==> src/rtl/cpu_flags_pkg.sv <==
package cpu_flags_pkg;

  typedef enum logic [1:0] {
    CLS_ADD   = 2'd0,
    CLS_SUB   = 2'd1,
    CLS_SUBC  = 2'd2,
    CLS_LOGIC = 2'd3
  } op_cls_t;

  localparam int FL_I = 7;
  localparam int FL_T = 6;
  localparam int FL_H = 5;
  localparam int FL_S = 4;
  localparam int FL_V = 3;
  localparam int FL_N = 2;
  localparam int FL_Z = 1;
  localparam int FL_C = 0;

  localparam logic [7:0] FLAGS_RESET = 8'h00;

endpackage

==> src/rtl/flag_derive.sv <==
module flag_derive
  import cpu_flags_pkg::*;
#(
  parameter int DW = 8
) (
  input  logic [1:0]    cls,
  input  logic [DW-1:0] a,
  input  logic [DW-1:0] b,
  input  logic [DW-1:0] r,
  input  logic          cout,
  input  logic          z_prev,
  input  logic          h_prev,
  input  logic          c_prev,
  output logic          h_new,
  output logic          v_new,
  output logic          n_new,
  output logic          z_new,
  output logic          c_new
);
  localparam int MSB = DW - 1;
  localparam int NIB = DW / 2 - 1;

  logic a_h, b_h, r_h, a_m, b_m, r_m, r_zero;

  assign a_h    = a[NIB];
  assign b_h    = b[NIB];
  assign r_h    = r[NIB];
  assign a_m    = a[MSB];
  assign b_m    = b[MSB];
  assign r_m    = r[MSB];
  assign r_zero = ~|r;

  always_comb begin
    n_new = r_m;
    z_new = r_zero;
    c_new = cout;
    h_new = 1'b0;
    v_new = 1'b0;
    unique case (op_cls_t'(cls))
      CLS_ADD: begin
        h_new = (a_h & b_h) | (b_h & ~r_h) | (~r_h & a_h);
        v_new = (a_m & b_m & ~r_m) | (~a_m & ~b_m & r_m);
      end
      CLS_SUB, CLS_SUBC: begin
        h_new = (~a_h & b_h) | (b_h & r_h) | (r_h & ~a_h);
        v_new = (a_m & ~b_m & ~r_m) | (~a_m & b_m & r_m);
        if (op_cls_t'(cls) == CLS_SUBC) z_new = r_zero & z_prev;
      end
      default: begin
        h_new = h_prev;
        v_new = 1'b0;
        c_new = c_prev;
      end
    endcase
  end

endmodule

==> src/rtl/bit_copy.sv <==
module bit_copy #(
  parameter int DW    = 8,
  parameter int SEL_W = $clog2(DW)
) (
  input  logic             t_flag,
  input  logic [SEL_W-1:0] sel,
  input  logic [DW-1:0]    src,
  output logic             t_from_src,
  output logic [DW-1:0]    load_byte
);
  assign t_from_src = src[sel];

  for (genvar i = 0; i < DW; i++) begin : g_bit
    assign load_byte[i] = (sel == SEL_W'(i)) ? t_flag : src[i];
  end

endmodule

==> src/rtl/branch_eval.sv <==
module branch_eval
  import cpu_flags_pkg::*;
(
  input  logic [7:0] flags,
  input  logic [2:0] sel,
  input  logic       if_set,
  output logic       take,
  output logic       ge,
  output logic       lt,
  output logic       sh,
  output logic       lo
);
  assign take = (flags[sel] == if_set);
  assign ge   = ~flags[FL_S];
  assign lt   = flags[FL_S];
  assign sh   = ~flags[FL_C];
  assign lo   = flags[FL_C];

endmodule

==> src/rtl/cpu_flags.sv <==
module cpu_flags
  import cpu_flags_pkg::*;
#(
  parameter int DW    = 8,
  parameter int SEL_W = $clog2(DW)
) (
  input  logic             clk,
  input  logic             rst,
  input  logic             op_valid,
  input  logic [1:0]       op_class,
  input  logic [DW-1:0]    opnd_a,
  input  logic [DW-1:0]    opnd_b,
  input  logic [DW-1:0]    result,
  input  logic             carry_out,
  input  logic [7:0]       upd_mask,
  input  logic             int_en,
  input  logic             int_dis,
  input  logic             bit_store,
  input  logic [SEL_W-1:0] bit_sel,
  input  logic [DW-1:0]    bit_src,
  output logic [DW-1:0]    bld_byte,
  input  logic             wr_en,
  input  logic [7:0]       wr_data,
  input  logic [2:0]       br_sel,
  input  logic             br_if_set,
  output logic [7:0]       sreg,
  output logic             br_take,
  output logic             br_ge,
  output logic             br_lt,
  output logic             br_sh,
  output logic             br_lo
);
  logic [7:0] sreg_q, sreg_d;
  logic h_n, v_n, n_n, z_n, c_n, t_src;

  flag_derive #(.DW(DW)) u_derive (
    .cls   (op_class),
    .a     (opnd_a),
    .b     (opnd_b),
    .r     (result),
    .cout  (carry_out),
    .z_prev(sreg_q[FL_Z]),
    .h_prev(sreg_q[FL_H]),
    .c_prev(sreg_q[FL_C]),
    .h_new (h_n),
    .v_new (v_n),
    .n_new (n_n),
    .z_new (z_n),
    .c_new (c_n)
  );

  bit_copy #(.DW(DW), .SEL_W(SEL_W)) u_bits (
    .t_flag    (sreg_q[FL_T]),
    .sel       (bit_sel),
    .src       (bit_src),
    .t_from_src(t_src),
    .load_byte (bld_byte)
  );

  always_comb begin
    sreg_d = sreg_q;
    if (op_valid) begin
      if (upd_mask[FL_H]) sreg_d[FL_H] = h_n;
      if (upd_mask[FL_V]) sreg_d[FL_V] = v_n;
      if (upd_mask[FL_N]) sreg_d[FL_N] = n_n;
      if (upd_mask[FL_Z]) sreg_d[FL_Z] = z_n;
      if (upd_mask[FL_C]) sreg_d[FL_C] = c_n;
    end
    if (bit_store) sreg_d[FL_T] = t_src;
    if (int_en)    sreg_d[FL_I] = 1'b1;
    if (int_dis)   sreg_d[FL_I] = 1'b0;
    if (wr_en)     sreg_d = wr_data;
    sreg_d[FL_S] = sreg_d[FL_N] ^ sreg_d[FL_V];
  end

  always_ff @(posedge clk) begin
    if (rst) sreg_q <= FLAGS_RESET;
    else     sreg_q <= sreg_d;
  end

  assign sreg = sreg_q;

  branch_eval u_branch (
    .flags (sreg_q),
    .sel   (br_sel),
    .if_set(br_if_set),
    .take  (br_take),
    .ge    (br_ge),
    .lt    (br_lt),
    .sh    (br_sh),
    .lo    (br_lo)
  );

  // sign relation kept by the register at all times
  p_sign_rel_r3: assert property (@(posedge clk) disable iff (rst)
    sreg_q[FL_S] == (sreg_q[FL_N] ^ sreg_q[FL_V]));

  // byte write wins over any other update
  p_wr_override_r10: assert property (@(posedge clk) disable iff (rst)
    wr_en |=> ((sreg_q & 8'hEF) == ($past(wr_data) & 8'hEF)));

  // interrupt enable and disable, disable winning
  p_int_dis_r5: assert property (@(posedge clk) disable iff (rst)
    (int_dis && !wr_en) |=> !sreg_q[FL_I]);
  p_int_en_r5: assert property (@(posedge clk) disable iff (rst)
    (int_en && !int_dis && !wr_en) |=> sreg_q[FL_I]);

  // bit store reaches T
  p_bit_store_r6: assert property (@(posedge clk) disable iff (rst)
    (bit_store && !wr_en) |=> sreg_q[FL_T] == $past(t_src));

  // chained subtract only ever clears Z
  p_chain_clr_r7: assert property (@(posedge clk) disable iff (rst)
    (op_valid && op_class == CLS_SUBC && upd_mask[FL_Z] && !wr_en && result != '0)
      |=> !sreg_q[FL_Z]);
  p_chain_keep_r7: assert property (@(posedge clk) disable iff (rst)
    (op_valid && op_class == CLS_SUBC && upd_mask[FL_Z] && !wr_en && result == '0)
      |=> sreg_q[FL_Z] == $past(sreg_q[FL_Z]));

  // logic class clears V and keeps H and C
  p_logic_v_r8: assert property (@(posedge clk) disable iff (rst)
    (op_valid && op_class == CLS_LOGIC && !wr_en)
      |=> (sreg_q[FL_H] == $past(sreg_q[FL_H])) && (sreg_q[FL_C] == $past(sreg_q[FL_C])));

  // register holds with nothing requested
  p_hold_r11: assert property (@(posedge clk) disable iff (rst)
    (!op_valid && !wr_en && !int_en && !int_dis && !bit_store) |=> $stable(sreg_q));

endmodule

==> config.mk <==
export PLATFORM = sky130hd
export DESIGN_NAME = cpu_flags
export DESIGN_NICKNAME = d
export VERILOG_FILES = /design/src/rtl/cpu_flags_pkg.sv /design/src/rtl/flag_derive.sv /design/src/rtl/bit_copy.sv /design/src/rtl/branch_eval.sv /design/src/rtl/cpu_flags.sv
export SDC_FILE = /design/constraint.sdc
export NUM_CORES = 1
export LEC_CHECK = 0
export ABC_AREA = 0
export BUFFER_PORTS_ARGS = -buffer_cell sky130_fd_sc_hd__buf_2
export CORE_ASPECT_RATIO = 0.5
export CORE_MARGIN = 2
export CORE_UTILIZATION = 25
export CTS_CLUSTER_SIZE = 25
export DETAILED_ROUTE_END_ITERATION = 10
export PLACE_DENSITY = 0.57
export SYNTH_ARGS = -nofsm -noshare
export SYNTH_HDL_FRONTEND = slang
export SYNTH_SLANG_ARGS = --single-unit
==> constraint.sdc <==
create_clock -name clk -period 3.4 [get_ports clk]
set_input_delay 0.51 -clock clk [delete_from_list [all_inputs] [get_ports clk]]
set_output_delay 0.51 -clock clk [all_outputs]
set_load 0.01 [all_outputs]
Word level (Yosys, flattened, before mapping)
Index checks and enable logic that the tools add are counted.

word-level totals
  register bits after elaboration = 8
  logic and storage cells = 92
  output and inout bits = 21
  input port bits = 65

operators by class
  bitwise operators = 29
  equality and inequality tests = 10
  mux-type cells = 28
  reductions and logical operators = 17
  $lt $le $gt $ge = 2

operator list
  kind                                                                   number
  1-bit two-way mux                                                      22
  1-bit AND                                                              15
  3-bit equality test, second input constant                             4
  2-bit nonzero test                                                     6
  3-bit by 4-bit < comparator with 1-bit output, second input constant   2
  8-bit two-way mux                                                      1
  8-bit OR reduction                                                     1
  1-bit NOT                                                              7
  1-bit binary-select mux with 3-bit select                              2
  3-bit by 2-bit equality test with 1-bit output, second input constant  2
  1-bit bitwise OR                                                       6
  3-bit AND reduction                                                    2
  3-bit nonzero test                                                     2
  4-bit two-way mux                                                      1
  1-bit case mux with 2 select lines                                     2
  3-bit by 1-bit equality test with 1-bit output, second input constant  1
  3-bit logical NOT                                                      1
  3-bit OR reduction                                                     1
  2-bit by 1-bit equality test with 1-bit output, second input constant  1
  2-bit equality test, second input constant                             1
  2-bit logical NOT                                                      1
  2-bit AND reduction                                                    1
  2-bit OR reduction                                                     1
  1-bit equality test                                                    1
  2 further kinds                                                        2

Logic depth before layout (Yosys ltp)
Gate-level depths: netlist of the first run.

  depth after elaboration = 9
  gate-level depth with buffers = 7
  gate-level depth less buffers = 7

Modules after synthesis
Synthesis of the first run repeated with hierarchy kept, for this count alone.

second synthesis, totals
  cells, all modules = 112
  area total of the unflattened synthesis = 945.9 um^2

by module, submodules not included
  module       cells each  area each (um^2)  seq. area each (um^2)  times used
  cpu_flags    43          392.9             160.2                  1
  bit_copy     31          252.7             0.0                    1
  flag_derive  27          201.4             0.0                    1
  branch_eval  11          98.8              0.0                    1

Worst setup path before layout of the first run
OpenSTA, ideal clock, no wires.

  kind = input to register
  from = input port op_class[0]
  to = register sreg_q[4], in the netlist sreg[4]
  path buffers = 0
  library setup time = 0.121 ns
  arrival time = 1.860 ns
  path slack = 1.419 ns
  required time = 3.279 ns
  stages = 7
  path through = inv_1 > ha_1 > and4b_1 > a31oi_1 > a211o_1 > a21oi_2 > mux2_2

between the ends
  longest elaborated chain between the ends = 7
  elaborated cells on any way between the ends = 9
  classes of those cells = eq/ne (2); mux (4); bitwise (1); reduce/logical (2)

ends and longest elaborated chain
  element                                                                                       RTL line           source
  start, declared                                                                               cpu_flags.sv:10    input logic [1:0] op_class,
  2-bit by 1-bit equality test with 1-bit output / 2-bit equality test (equally long branches)  flag_derive.sv:39  unique case (op_cls_t'(cls))
  2-bit OR reduction                                                                            flag_derive.sv:39
  1-bit case mux with 2 select lines *                                                          flag_derive.sv:39
  1-bit two-way mux *                                                                           cpu_flags.sv:64    if (upd_mask[FL_V]) sreg_d[FL_V] = v_n;
  4-bit two-way mux *                                                                           cpu_flags.sv:62    if (op_valid) begin
  8-bit two-way mux *                                                                           cpu_flags.sv:72    if (wr_en) sreg_d = wr_data;
  1-bit bitwise XOR *                                                                           cpu_flags.sv:73    sreg_d[FL_S] = sreg_d[FL_N] ^ sreg_d[FL_V];
  end signal, assigned                                                                          cpu_flags.sv:78    else sreg_q <= sreg_d;
  end, declared                                                                                 cpu_flags.sv:33    logic [7:0] sreg_q, sreg_d;

Every way passes the cells marked *; elsewhere a longest branch is shown, timed or not. The select of a mux whose other input is x is not followed.
A chain may end at the register's enable or synchronous reset.

Worst setup path after layout of the first run
  from = register sreg_q[6], in the netlist sreg[6]
  to = output port br_take

between the ends
  longest elaborated chain between the ends = 3

ends and longest elaborated chain
  element                                    RTL line           source
  1-bit binary-select mux with 3-bit select  branch_eval.sv:13  assign take = (flags[sel] == if_set);
  1-bit two-way mux (implied by the code)    branch_eval.sv:13
  1-bit equality test                        branch_eval.sv:13
  end, declared                              cpu_flags.sv:27    output logic br_take,

No other way between the ends. The select of a mux whose other input is x is not followed.

==> impl_table.tex, run 1 <==
\begin{tabular}{lr}
\hline
Metric & Value \\
\hline
\multicolumn{2}{l}{\textbf{Run status}} \\
Result of the run & finished, final reports clean \\
\multicolumn{2}{l}{\textbf{Timing}} \\
Number of hold violations in the final report & 0 \\
Transition at the pin with the smallest max-transition slack & 307.3 ps \\
Peak Freq & roughly 0.48 GHz \\
Worst slew margin relative to its limit & 0.7948 \\
Final critical delay including setup and external delays & 2080 ps \\
Total negative slack & 0 ps \\
Final-report max-slew violation count & 0 \\
Unrepaired setup endpoints after global routing & false \\
Worst-case clock skew & 4.067 ps \\
Setup-violating endpoint count in the final report & 0 \\
Final cycle utilization of the critical path & 0.6116 \\
\multicolumn{2}{l}{\textbf{Flow run}} \\
Max-cap violation count & 0 \\
\multicolumn{2}{l}{\textbf{Placement}} \\
Number of port buffers & 69 \\
Detailed placer's ending HPWL & 1.967 mm \\
Final RePlAce weighted congestion & 0.7437 \\
\multicolumn{2}{l}{\textbf{Synthesis}} \\
Basic-gate share of the synthesized area counting and, or, nand and nor cells & 0.2344 \\
Largest area contributor in the netlist & sky130\_fd\_sc\_hd\_\_dfxtp\_1 \\
Multiplexer share of the synthesized area & 0.2822 \\
Post-Synthesis Cell Area & just under 900 sq um \\
Distinct cell type count after synthesis & 33 \\
Synthesized area divided by synthesized cell count & 8.646 sq um \\
Synthesis-stage register bit count & 8 \\
Net count after synthesis & around 170 \\
Largest family of logic cells by synthesized area & multiplexers \\
Adder-cell share of the synthesized area & 0.05789 \\
Number of standard cells after synthesis & 100 \\
Main area contributors after synthesis & sky130\_fd\_sc\_hd\_\_dfxtp\_1, sky130\_fd\_sc\_hd\_\_mux2\_1, sky130\_fd\_sc\_hd\_\_mux4\_2, sky130\_fd\_sc\_hd\_\_ha\_1, sky130\_fd\_sc\_hd\_\_buf\_4 \\
Fraction of post-synthesis cell area in the top cell type by area & 0.1852 \\
Post-synthesis sequential area ratio & 0.1852 \\
XOR/XNOR Fraction of Synth Area & 0.02026 \\
Compound-cell area share of the yosys netlist & 0.1216 \\
Synth Warn \# & 0 \\
\multicolumn{2}{l}{\textbf{Floorplanning}} \\
Height of the chip & $\sim$46 um \\
Std cell rows & 15 \\
Num ports & 86 \\
Core Box Area & between 3000 and 4000 sq um \\
Starting utilization of the core area & 0.2559 \\
Horizontal die dimension & 87.17 um \\
Die Outline Area & 3973 sq um \\
\multicolumn{2}{l}{\textbf{Hold path}} \\
Startpoint of the lowest-slack hold path & wr\_data[1] \\
Endpoint with the worst hold slack & sreg[1] \\
Cell count of the worst hold path & 3 \\
Hold Crit Class & in2reg \\
\multicolumn{2}{l}{\textbf{Setup path}} \\
CP cell instances & mux4\_2, mux2i\_1, xor2\_1, buf\_2 \\
Signal arrival time at the worst endpoint & 1570 ps \\
Top Family by Delay on Critical Path & multiplexers \\
Worst-case reg-to-reg path depth & 4 \\
Startpoint types & flip-flop \\
Critical path peak fanout & 11 \\
Endpoint required time on the critical path & roughly 2900 ps \\
Highest cell delay on the worst timing path & 490 ps \\
R2R Path Start & sreg[2] \\
Kind of critical path & reg2out \\
Crit path buf inv count & 1 \\
Crit end category & primary output \\
Capturing point of the worst reg2reg path & sreg[4] \\
Crit path max-delay cell type & sky130\_fd\_sc\_hd\_\_mux4\_2 \\
Reg2Reg Setup Slack & about 2200 ps \\
\multicolumn{2}{l}{\textbf{Clocking}} \\
Number of clock sinks & 8 \\
Clock tree from TritonCTS & done \\
Number of buffers added by the clock tree synthesis step & 3 \\
Setup bufs post-CTS & 0 \\
Buffer type at the clock tree root & sky130\_fd\_sc\_hd\_\_clkbuf\_8 \\
Number of buffers added to fix hold violations after cts & 0 \\
Bufs on Longest Clock Path & 2 \\
H-tree depth reported by CTS & 1 \\
Post-cts gate resize count & 0 \\
Later-pin clock latency in the skew report & 220 ps \\
Clock-pin slew on the worst setup and hold paths & 40 ps \\
\multicolumn{2}{l}{\textbf{Drt}} \\
Residual DRC count & 0 \\
First-pass iteration count of the detailed router & 3 \\
Number of DRC markers after the initial detailed-route iteration & 21 \\
Number of routed nets with antenna violations & 0 \\
Via count & around 940 \\
Via count normalized by instance count & between 4 and 5 \\
Average detailed-routed wire length per instance & 11.09 um \\
DRT Wirelength & 2.263 mm \\
\multicolumn{2}{l}{\textbf{Global routing}} \\
Global Route Usage Sum & 0.1109 \\
GR Util met3 & 0.01268 \\
Largest net degree at the start of global routing & 14 \\
Met2 routing resource usage after global routing & 0.2092 \\
Most used routing layer in global routing & met2 \\
Antenna violations before repair & 0 \\
Final global-route overflow total & 0 \\
Via count of the first global-routing pass & around 850 \\
Met1 layer usage reported by global route & 0.1397 \\
First-pass GRT wire length & 3.567 mm \\
\multicolumn{2}{l}{\textbf{Layout}} \\
Max FFs per register & 8 \\
Area overhead of the layout relative to synthesis & 43.99\% \\
Fraction of layout cells with a size suffix above 1 & 0.5123 \\
Number of antenna diodes & 0 \\
Total Nets Final & 233 \\
Util after Layout & 0.3685 \\
\multicolumn{2}{l}{\textbf{Power and ir drop}} \\
Power per cell area & 277.9 nW/um\^{}2 \\
Static Leak & about 0.63 nW \\
Total power after layout & 0.0003459 W \\
Largest vdd supply drop & 0.00008446 V \\
\hline
\end{tabular}
## cell usage after synthesis (all sizes together)
cell type,number
inv,7
a211o,1
or4,1
nor4,2
a21oi,7
nor2,10
o211ai,1
a31oi,2
buf,8
and4b,1
xor2,2
nand3b,3
nand2,7
nand3,1
o21ai,1
mux2,11
ha,4
mux2i,3
and3b,2
dfxtp,8
nor2b,3
nor3,2
a221oi,2
mux4,4
a311oi,1
clkbuf,2
nor3b,4
## report_power, final
part	switching, W	internal (W)
Combinational	0.0000592	0.0000670
Clock	0.0000340	0.0000764
Sequential	0.00000785	0.000102
## worst min-delay path, cell delays in order
cell	delay [ps]
sky130_fd_sc_hd__buf_2	70
sky130_fd_sc_hd__a21oi_1	50
sky130_fd_sc_hd__nor2_1	70
## cell usage in the layout, fill, tap and decap left out, types with 2 or more instances in the layout
cell type	count
sky130_fd_sc_hd__buf_2	69
sky130_fd_sc_hd__nor2_1	10
sky130_fd_sc_hd__mux2_1	8
sky130_fd_sc_hd__dfxtp_1	8
sky130_fd_sc_hd__inv_1	7
sky130_fd_sc_hd__nand2_1	7
sky130_fd_sc_hd__a21oi_1	6
sky130_fd_sc_hd__nor3b_1	4
sky130_fd_sc_hd__mux4_2	4
sky130_fd_sc_hd__ha_1	4
sky130_fd_sc_hd__nand3b_1	3
sky130_fd_sc_hd__mux2_2	3
sky130_fd_sc_hd__mux2i_1	3
sky130_fd_sc_hd__nor2b_1	3
sky130_fd_sc_hd__clkbuf_8	3
sky130_fd_sc_hd__nor3_1	2
sky130_fd_sc_hd__xor2_1	2
sky130_fd_sc_hd__a31oi_1	2
sky130_fd_sc_hd__nor4_1	2
## worst max-delay path by stage
stage	start	end	slack (ps)	cells past startpoint
2_1_floorplan	op_class[0]	sreg[4]	1420	7
3_3_place_gp	op_class[0]	sreg[4]	1180	8
3_5_place_dp	op_class[0]	sreg[4]	1170	8
4_1_cts	sreg[6]	br_take	1300	4
5_1_grt	sreg[6]	br_take	1200	4
6_report	sreg[6]	br_take	1320	4
## routing by layer
| layer | up-vias | share of wire |
|---|---|---|
| met3 | 0 | 0.028 |
| li1 | 485 | - |
| met2 | 14 | 0.53 |
| met5 | - | 0 |
| met1 | 442 | 0.44 |
| met4 | 0 | 0 |
## logic make-up after synthesis
group | after synthesis
adders and majority gates | 4
muxes | 18
xor gates and xnor gates | 2
DFF | 8
and+or+nand+nor | 36
AOI/OAI and AO/OA | 15
buffers and inverters | 17
## stage by stage
stage	setup WS, ps	area, sq um	hold WS, ps	cells
finish	1320	1245	522.7	204
global route	1203	1245	533.0	204
CTS	1301	1245	520.4	204
detailed placement	1174	1204	607.9	201
global placement	1177	1204	594.6	201
floorplan	1419	864.6	558.5	100
## cell type report
| cell class | count | area [sq um] |
|---|---|---|
| tap | 42 | 52.55 |
| multi-input combinational | 75 | 619.3 |
| clock buffer | 3 | 41.29 |
| inverter | 7 | 26.28 |
| timing repair buffer | 69 | 345.3 |
| sequential | 8 | 160.2 |
| fill | 364 | 2133 |
Power figures use the tool's default switching activity.
==> run 2: changes to the inputs <==
Clock period 3.4 ns to 2.1 ns, I/O delays scaled along.
==> run 2 against run 1 <==
Effect of this change: critical path depth stayed put; via count is 1.7% higher; utilization is 0.22 points higher; highest routed layer is now met4.
==> impl_table.tex, run 2 (synthesized netlist as in run 1, its figures left out) <==
\begin{tabular}{lr}
\hline
Metric & Value \\
\hline
\multicolumn{2}{l}{\textbf{Global routing}} \\
Final global-route overflow total & 0 \\
Antenna violations before repair & 0 \\
Via count of the first global-routing pass & 853 \\
Largest net degree at the start of global routing & 14 \\
First-pass GRT wire length & 3.553 mm \\
Global Route Usage Sum & 0.1105 \\
\multicolumn{2}{l}{\textbf{Power and ir drop}} \\
Total power after layout & 0.0005610 W \\
Largest vdd supply drop & 0.0001654 V \\
Power per cell area & $\sim$450 nW/um\^{}2 \\
Static Leak & 0.6307 nW \\
Share of total power in the clock network & 0.315 \\
Combinational share of power & 0.369 \\
Sequential Power Share & 0.316 \\
Switching Power & 0.0001624 W \\
Cell-internal power & 0.0003986 W \\
Switch share & 0.2894 \\
\multicolumn{2}{l}{\textbf{Floorplanning}} \\
Std cell rows & 15 \\
Core Box Area & 3378 sq um \\
Die Outline Area & 3973 sq um \\
Num ports & 86 \\
Starting utilization of the core area & 0.2559 \\
Height of the chip & 45.59 um \\
Horizontal die dimension & 87.17 um \\
\multicolumn{2}{l}{\textbf{Timing}} \\
Peak Freq & 0.5270 GHz \\
Setup-violating endpoint count in the final report & 0 \\
Worst-case clock skew & around 1.3 ps \\
Worst slew margin relative to its limit & 0.7682 \\
Worst hold margin & 331.3 ps \\
Final cycle utilization of the critical path & 0.9036 \\
Final-report max-slew violation count & 0 \\
Transition at the pin with the smallest max-transition slack & 347.2 ps \\
Number of hold violations in the final report & 0 \\
Final critical delay including setup and external delays & between 1500 and 2000 ps \\
Total negative slack & 0 ps \\
Unrepaired setup endpoints after global routing & false \\
\multicolumn{2}{l}{\textbf{Layout}} \\
Area overhead of the layout relative to synthesis & 44.86\% \\
Post-route design area & 1252 sq um \\
Filler Cells Inserted & 350 \\
Fraction of layout cells with a size suffix above 1 & 0.5153 \\
Highest-count cells in the layout ignoring fill and taps & sky130\_fd\_sc\_hd\_\_buf\_2, sky130\_fd\_sc\_hd\_\_nor2\_1, sky130\_fd\_sc\_hd\_\_mux2\_1, sky130\_fd\_sc\_hd\_\_dfxtp\_1 \\
Commonest non-fill, non-tap cell in the layout & sky130\_fd\_sc\_hd\_\_buf\_2 \\
Total Nets Final & 234 \\
Number of antenna diodes & 0 \\
Max FFs per register & 8 \\
\multicolumn{2}{l}{\textbf{Clocking}} \\
Post-cts gate resize count & 0 \\
Clock tree from TritonCTS & done \\
Setup bufs post-CTS & 0 \\
Number of clock sinks & 8 \\
Later-pin clock latency in the skew report & 220 ps \\
Number of buffers added to fix hold violations after cts & 0 \\
H-tree depth reported by CTS & 1 \\
Clock-pin slew on the worst setup and hold paths & 40 ps \\
Buffer type at the clock tree root & sky130\_fd\_sc\_hd\_\_clkbuf\_8 \\
Bufs on Longest Clock Path & 2 \\
Number of buffers added by the clock tree synthesis step & 3 \\
\multicolumn{2}{l}{\textbf{Drt}} \\
Via count normalized by instance count & 4.668 \\
First-pass iteration count of the detailed router & 4 \\
Number of routed nets with antenna violations & 0 \\
Residual DRC count & 0 \\
Number of DRC markers after the initial detailed-route iteration & 42 \\
Average detailed-routed wire length per instance & about 11 um \\
DRT Wirelength & 2.240 mm \\
Via count & 957 \\
\multicolumn{2}{l}{\textbf{Placement}} \\
Detailed placer's ending HPWL & just under 2 mm \\
Number of port buffers & slightly below 70 \\
Final RePlAce weighted congestion & $\sim$0.73 \\
Cell Area, Placed & 1211 sq um \\
\multicolumn{2}{l}{\textbf{Hold path}} \\
Cell count of the worst hold path & 3 \\
Hold Crit Class & in2reg \\
\multicolumn{2}{l}{\textbf{Setup path}} \\
Crit end category & primary output \\
Signal arrival time at the worst endpoint & 1580 ps \\
Kind of critical path & reg2out \\
Startpoint types & flip-flop \\
Critical path peak fanout & 11 \\
Endpoint required time on the critical path & 1780 ps \\
Worst-case reg-to-reg path depth & 4 \\
\multicolumn{2}{l}{\textbf{Run status}} \\
Result of the run & finished, final reports clean \\
\multicolumn{2}{l}{\textbf{Flow run}} \\
Max-cap violation count & 0 \\
\hline
\end{tabular}
## run 2: changes by cell type in the layout (fill, tap and decap cells not counted)
cell,previous run,this run
sky130_fd_sc_hd__buf_4,0,1
## run 2: layout make-up
type,count,area (sq um),area share
sequential,8,160.2,0.1279
multi-input combinational,75,619.3,0.4945
tap,42,52.55,0.04196
inverter,7,26.28,0.02098
clock buffer,3,41.29,0.03297
timing repair buffer,70,352.8,0.2817
## run 2: power by group through the flow
stage | Combinational (W) | Clock, W | Sequential (W)
3_3_place_gp | 0.000204 | 0 | 0.000180
2_1_floorplan | 0.000119 | 0 | 0.000177
3_5_place_dp | 0.000208 | 0 | 0.000180
4_1_cts | 0.000209 | 0.000179 | 0.000177
5_1_grt | 0.000231 | 0.000189 | 0.000179
6_report | 0.000207 | 0.000177 | 0.000177
## run 2: final timing paths
check,startpoint,to,slack (ps)
max,sreg[6],br_take,200
min,wr_data[1],sreg[1],330
max reg2reg,sreg[2],sreg[4],870
min reg2reg,sreg[5],sreg[5],600
## run 2: stage by stage
step,std cells,utilization,setup slack [ps]
finish,205,0.3707,202.4
global placement,202,0.3585,164.0
detailed placement,202,0.3585,142.7
floorplan,100,-,314.3
CTS,205,0.3707,206.6
global route,205,0.3707,113.8
## run 2: critical path, cell delays in order, from the launching register on
cell,delay (ps)
sky130_fd_sc_hd__dfxtp_1,400
sky130_fd_sc_hd__mux4_2,500
sky130_fd_sc_hd__mux2i_1,180
sky130_fd_sc_hd__xor2_1,140
sky130_fd_sc_hd__buf_2,140
## run 2: per-layer routing
metal	GRT usage	part of all wire
met4	0.04923	0.0054
met1	0.1432	0.45
met2	0.1954	0.51
met5	0	0
met3	0.007246	0.032
==> run 3: changes to the inputs <==
--- a/config.mk
+++ b/config.mk
@@ -9,2 +9,3 @@
 export BUFFER_PORTS_ARGS = -buffer_cell sky130_fd_sc_hd__buf_2
+export CAP_MARGIN = 40
 export CORE_ASPECT_RATIO = 0.5
==> constraint.sdc (replaced) <==
create_clock -name clk -period 2.1 [get_ports clk]
set_input_delay 0.105 -clock clk [delete_from_list [all_inputs] [get_ports clk]]
set_output_delay 0.105 -clock clk [all_outputs]
set_load 0.01 [all_outputs]
==> run 3 against run 2 <==
Effect of this change: hold slack worse by 220 ps; sequential power hardly changed; setup slack better by 210 ps; first-iteration DRC count is 50% lower; critical path type unchanged; critical path depth stayed put; clock-buffer cell count stayed put; via count is 0.42% higher; clock skew is 0.67 ps higher.
==> impl_table.tex, run 3 (synthesized netlist as in run 1, its figures left out) <==
\begin{tabular}{lr}
\hline
Metric & Value \\
\hline
\multicolumn{2}{l}{\textbf{Drt}} \\
Residual DRC count & 0 \\
Via count & 961 \\
Via count normalized by instance count & 4.711 \\
Number of routed nets with antenna violations & 0 \\
Average detailed-routed wire length per instance & 11.41 um \\
DRT Wirelength & roughly 2.3 mm \\
First-pass iteration count of the detailed router & 4 \\
Number of DRC markers after the initial detailed-route iteration & 21 \\
\multicolumn{2}{l}{\textbf{Layout}} \\
Register area & 160.2 sq um \\
Filler Cells Inserted & 347 \\
Fraction of layout cells with a size suffix above 1 & 0.5123 \\
Util after Layout & 0.3685 \\
Footprint of the multi-input gates & around 620 sq um \\
Commonest non-fill, non-tap cell in the layout & sky130\_fd\_sc\_hd\_\_buf\_2 \\
Number of antenna diodes & 0 \\
Total Nets Final & 233 \\
Highest-count cells in the layout ignoring fill and taps & sky130\_fd\_sc\_hd\_\_buf\_2, sky130\_fd\_sc\_hd\_\_nor2\_1, sky130\_fd\_sc\_hd\_\_mux2\_1, sky130\_fd\_sc\_hd\_\_dfxtp\_1 \\
Area overhead of the layout relative to synthesis & 43.99\% \\
Max FFs per register & 8 \\
\multicolumn{2}{l}{\textbf{Global routing}} \\
Antenna violations before repair & 0 \\
Met2 routing resource usage after global routing & 0.2092 \\
Met1 layer usage reported by global route & 0.1488 \\
First-pass GRT wire length & 3.719 mm \\
Global Route Usage Sum & 0.1177 \\
Final global-route overflow total & 0 \\
GR Util met3 & 0.01087 \\
Most used routing layer in global routing & met2 \\
Via count of the first global-routing pass & 871 \\
Largest net degree at the start of global routing & 14 \\
\multicolumn{2}{l}{\textbf{Setup path}} \\
Reg2Reg Setup Slack & 870 ps \\
Critical path peak fanout & 11 \\
Capturing point of the worst reg2reg path & sreg[4] \\
Startpoint types & flip-flop \\
Worst-case reg-to-reg path depth & 4 \\
Crit end category & primary output \\
R2R Path Start & sreg[2] \\
Signal arrival time at the worst endpoint & 1590 ps \\
Kind of critical path & reg2out \\
Endpoint required time on the critical path & 2000 ps \\
\multicolumn{2}{l}{\textbf{Timing}} \\
Final critical delay including setup and external delays & 1692 ps \\
Total negative slack & 0 ps \\
Final cycle utilization of the critical path & 0.8056 \\
Peak Freq & 0.5911 GHz \\
Setup ws final & between 400 and 500 ps \\
Unrepaired setup endpoints after global routing & false \\
Worst-case clock skew & slightly above 2 ps \\
Final-report max-slew violation count & 0 \\
Transition at the pin with the smallest max-transition slack & 317.8 ps \\
Number of hold violations in the final report & 0 \\
Worst slew margin relative to its limit & 0.7879 \\
Setup-violating endpoint count in the final report & 0 \\
\multicolumn{2}{l}{\textbf{Power and ir drop}} \\
Static Leak & approximately 0.63 nW \\
Total power after layout & roughly 0.00057 W \\
Largest vdd supply drop & 0.0001141 V \\
Power per cell area & about 450 nW/um\^{}2 \\
\multicolumn{2}{l}{\textbf{Floorplanning}} \\
Starting utilization of the core area & 0.2559 \\
Die Outline Area & 3973 sq um \\
Num ports & 86 \\
Std cell rows & 15 \\
Height of the chip & 45.59 um \\
Core Box Area & about 3400 sq um \\
Horizontal die dimension & approximately 87 um \\
\multicolumn{2}{l}{\textbf{Clocking}} \\
Clock tree from TritonCTS & done \\
Bufs on Longest Clock Path & 2 \\
Post-cts gate resize count & 0 \\
H-tree depth reported by CTS & 1 \\
Clock-pin slew on the worst setup and hold paths & 40 ps \\
Number of buffers added by the clock tree synthesis step & 3 \\
Number of buffers added to fix hold violations after cts & 0 \\
Later-pin clock latency in the skew report & 230 ps \\
Buffer type at the clock tree root & sky130\_fd\_sc\_hd\_\_clkbuf\_8 \\
Setup bufs post-CTS & 0 \\
Number of clock sinks & 8 \\
\multicolumn{2}{l}{\textbf{Hold path}} \\
Hold Crit Class & in2reg \\
Cell count of the worst hold path & 3 \\
Endpoint with the worst hold slack & sreg[1] \\
Startpoint of the lowest-slack hold path & wr\_data[1] \\
\multicolumn{2}{l}{\textbf{Placement}} \\
Setup slack at placement & 276.6 ps \\
Number of port buffers & 69 \\
Detailed placer's ending HPWL & 1.970 mm \\
Final RePlAce weighted congestion & 0.7455 \\
\multicolumn{2}{l}{\textbf{Flow run}} \\
Max-cap violation count & 0 \\
\multicolumn{2}{l}{\textbf{Run status}} \\
Result of the run & finished, final reports clean \\
\hline
\end{tabular}
## run 3: through the flow
stage | hold WS [ps] | std cells | cell area, sq um
after floorplan | 171.2 | 100 | 864.6
after global placement | 343.4 | 201 | 1204
after detailed placement | 343.8 | 201 | 1204
after CTS | 105.7 | 204 | 1245
after global routing | 121.0 | 204 | 1245
final | 112.2 | 204 | 1245
## run 3: layout make-up
class / instances / area share
Inverter: 7 / 0.02111
Sequential cell: 8 / 0.1286
Tap cell: 42 / 0.04221
Timing Repair Buffer: 69 / 0.2774
Clock buffer: 3 / 0.03317
Multi-Input combinational cell: 75 / 0.4975
## run 3: worst max-delay path, cell delays in order, from the launching register on
cell	delay, ps
sky130_fd_sc_hd__dfxtp_1	390
sky130_fd_sc_hd__mux4_2	490
sky130_fd_sc_hd__mux2i_1	180
sky130_fd_sc_hd__xor2_1	150
sky130_fd_sc_hd__buf_2	140
## run 3: metal layers
layer  routed length [um]  up-vias
met2                 1234       16
met5                    0        -
met4                    0        0
met1                 1034      462
li1                     -      483
met3                   59        0
## run 3: worst max-delay path by stage
stage	startpoint	end	slack, ps	depth (start not counted)
floorplan	op_class[0]	sreg[4]	520	7
global placement	op_class[0]	sreg[4]	280	8
detailed placement	op_class[0]	sreg[4]	280	8
CTS	sreg[6]	br_take	390	4
global route	sreg[6]	br_take	260	4
finish	sreg[6]	br_take	410	4
## run 3: report_power, final
group / internal [W] / switching (W)
clock: 0.000124 / 0.0000607
combinational: 0.000108 / 0.0000962
sequential: 0.000164 / 0.0000123
total: 0.000397 / 0.000169
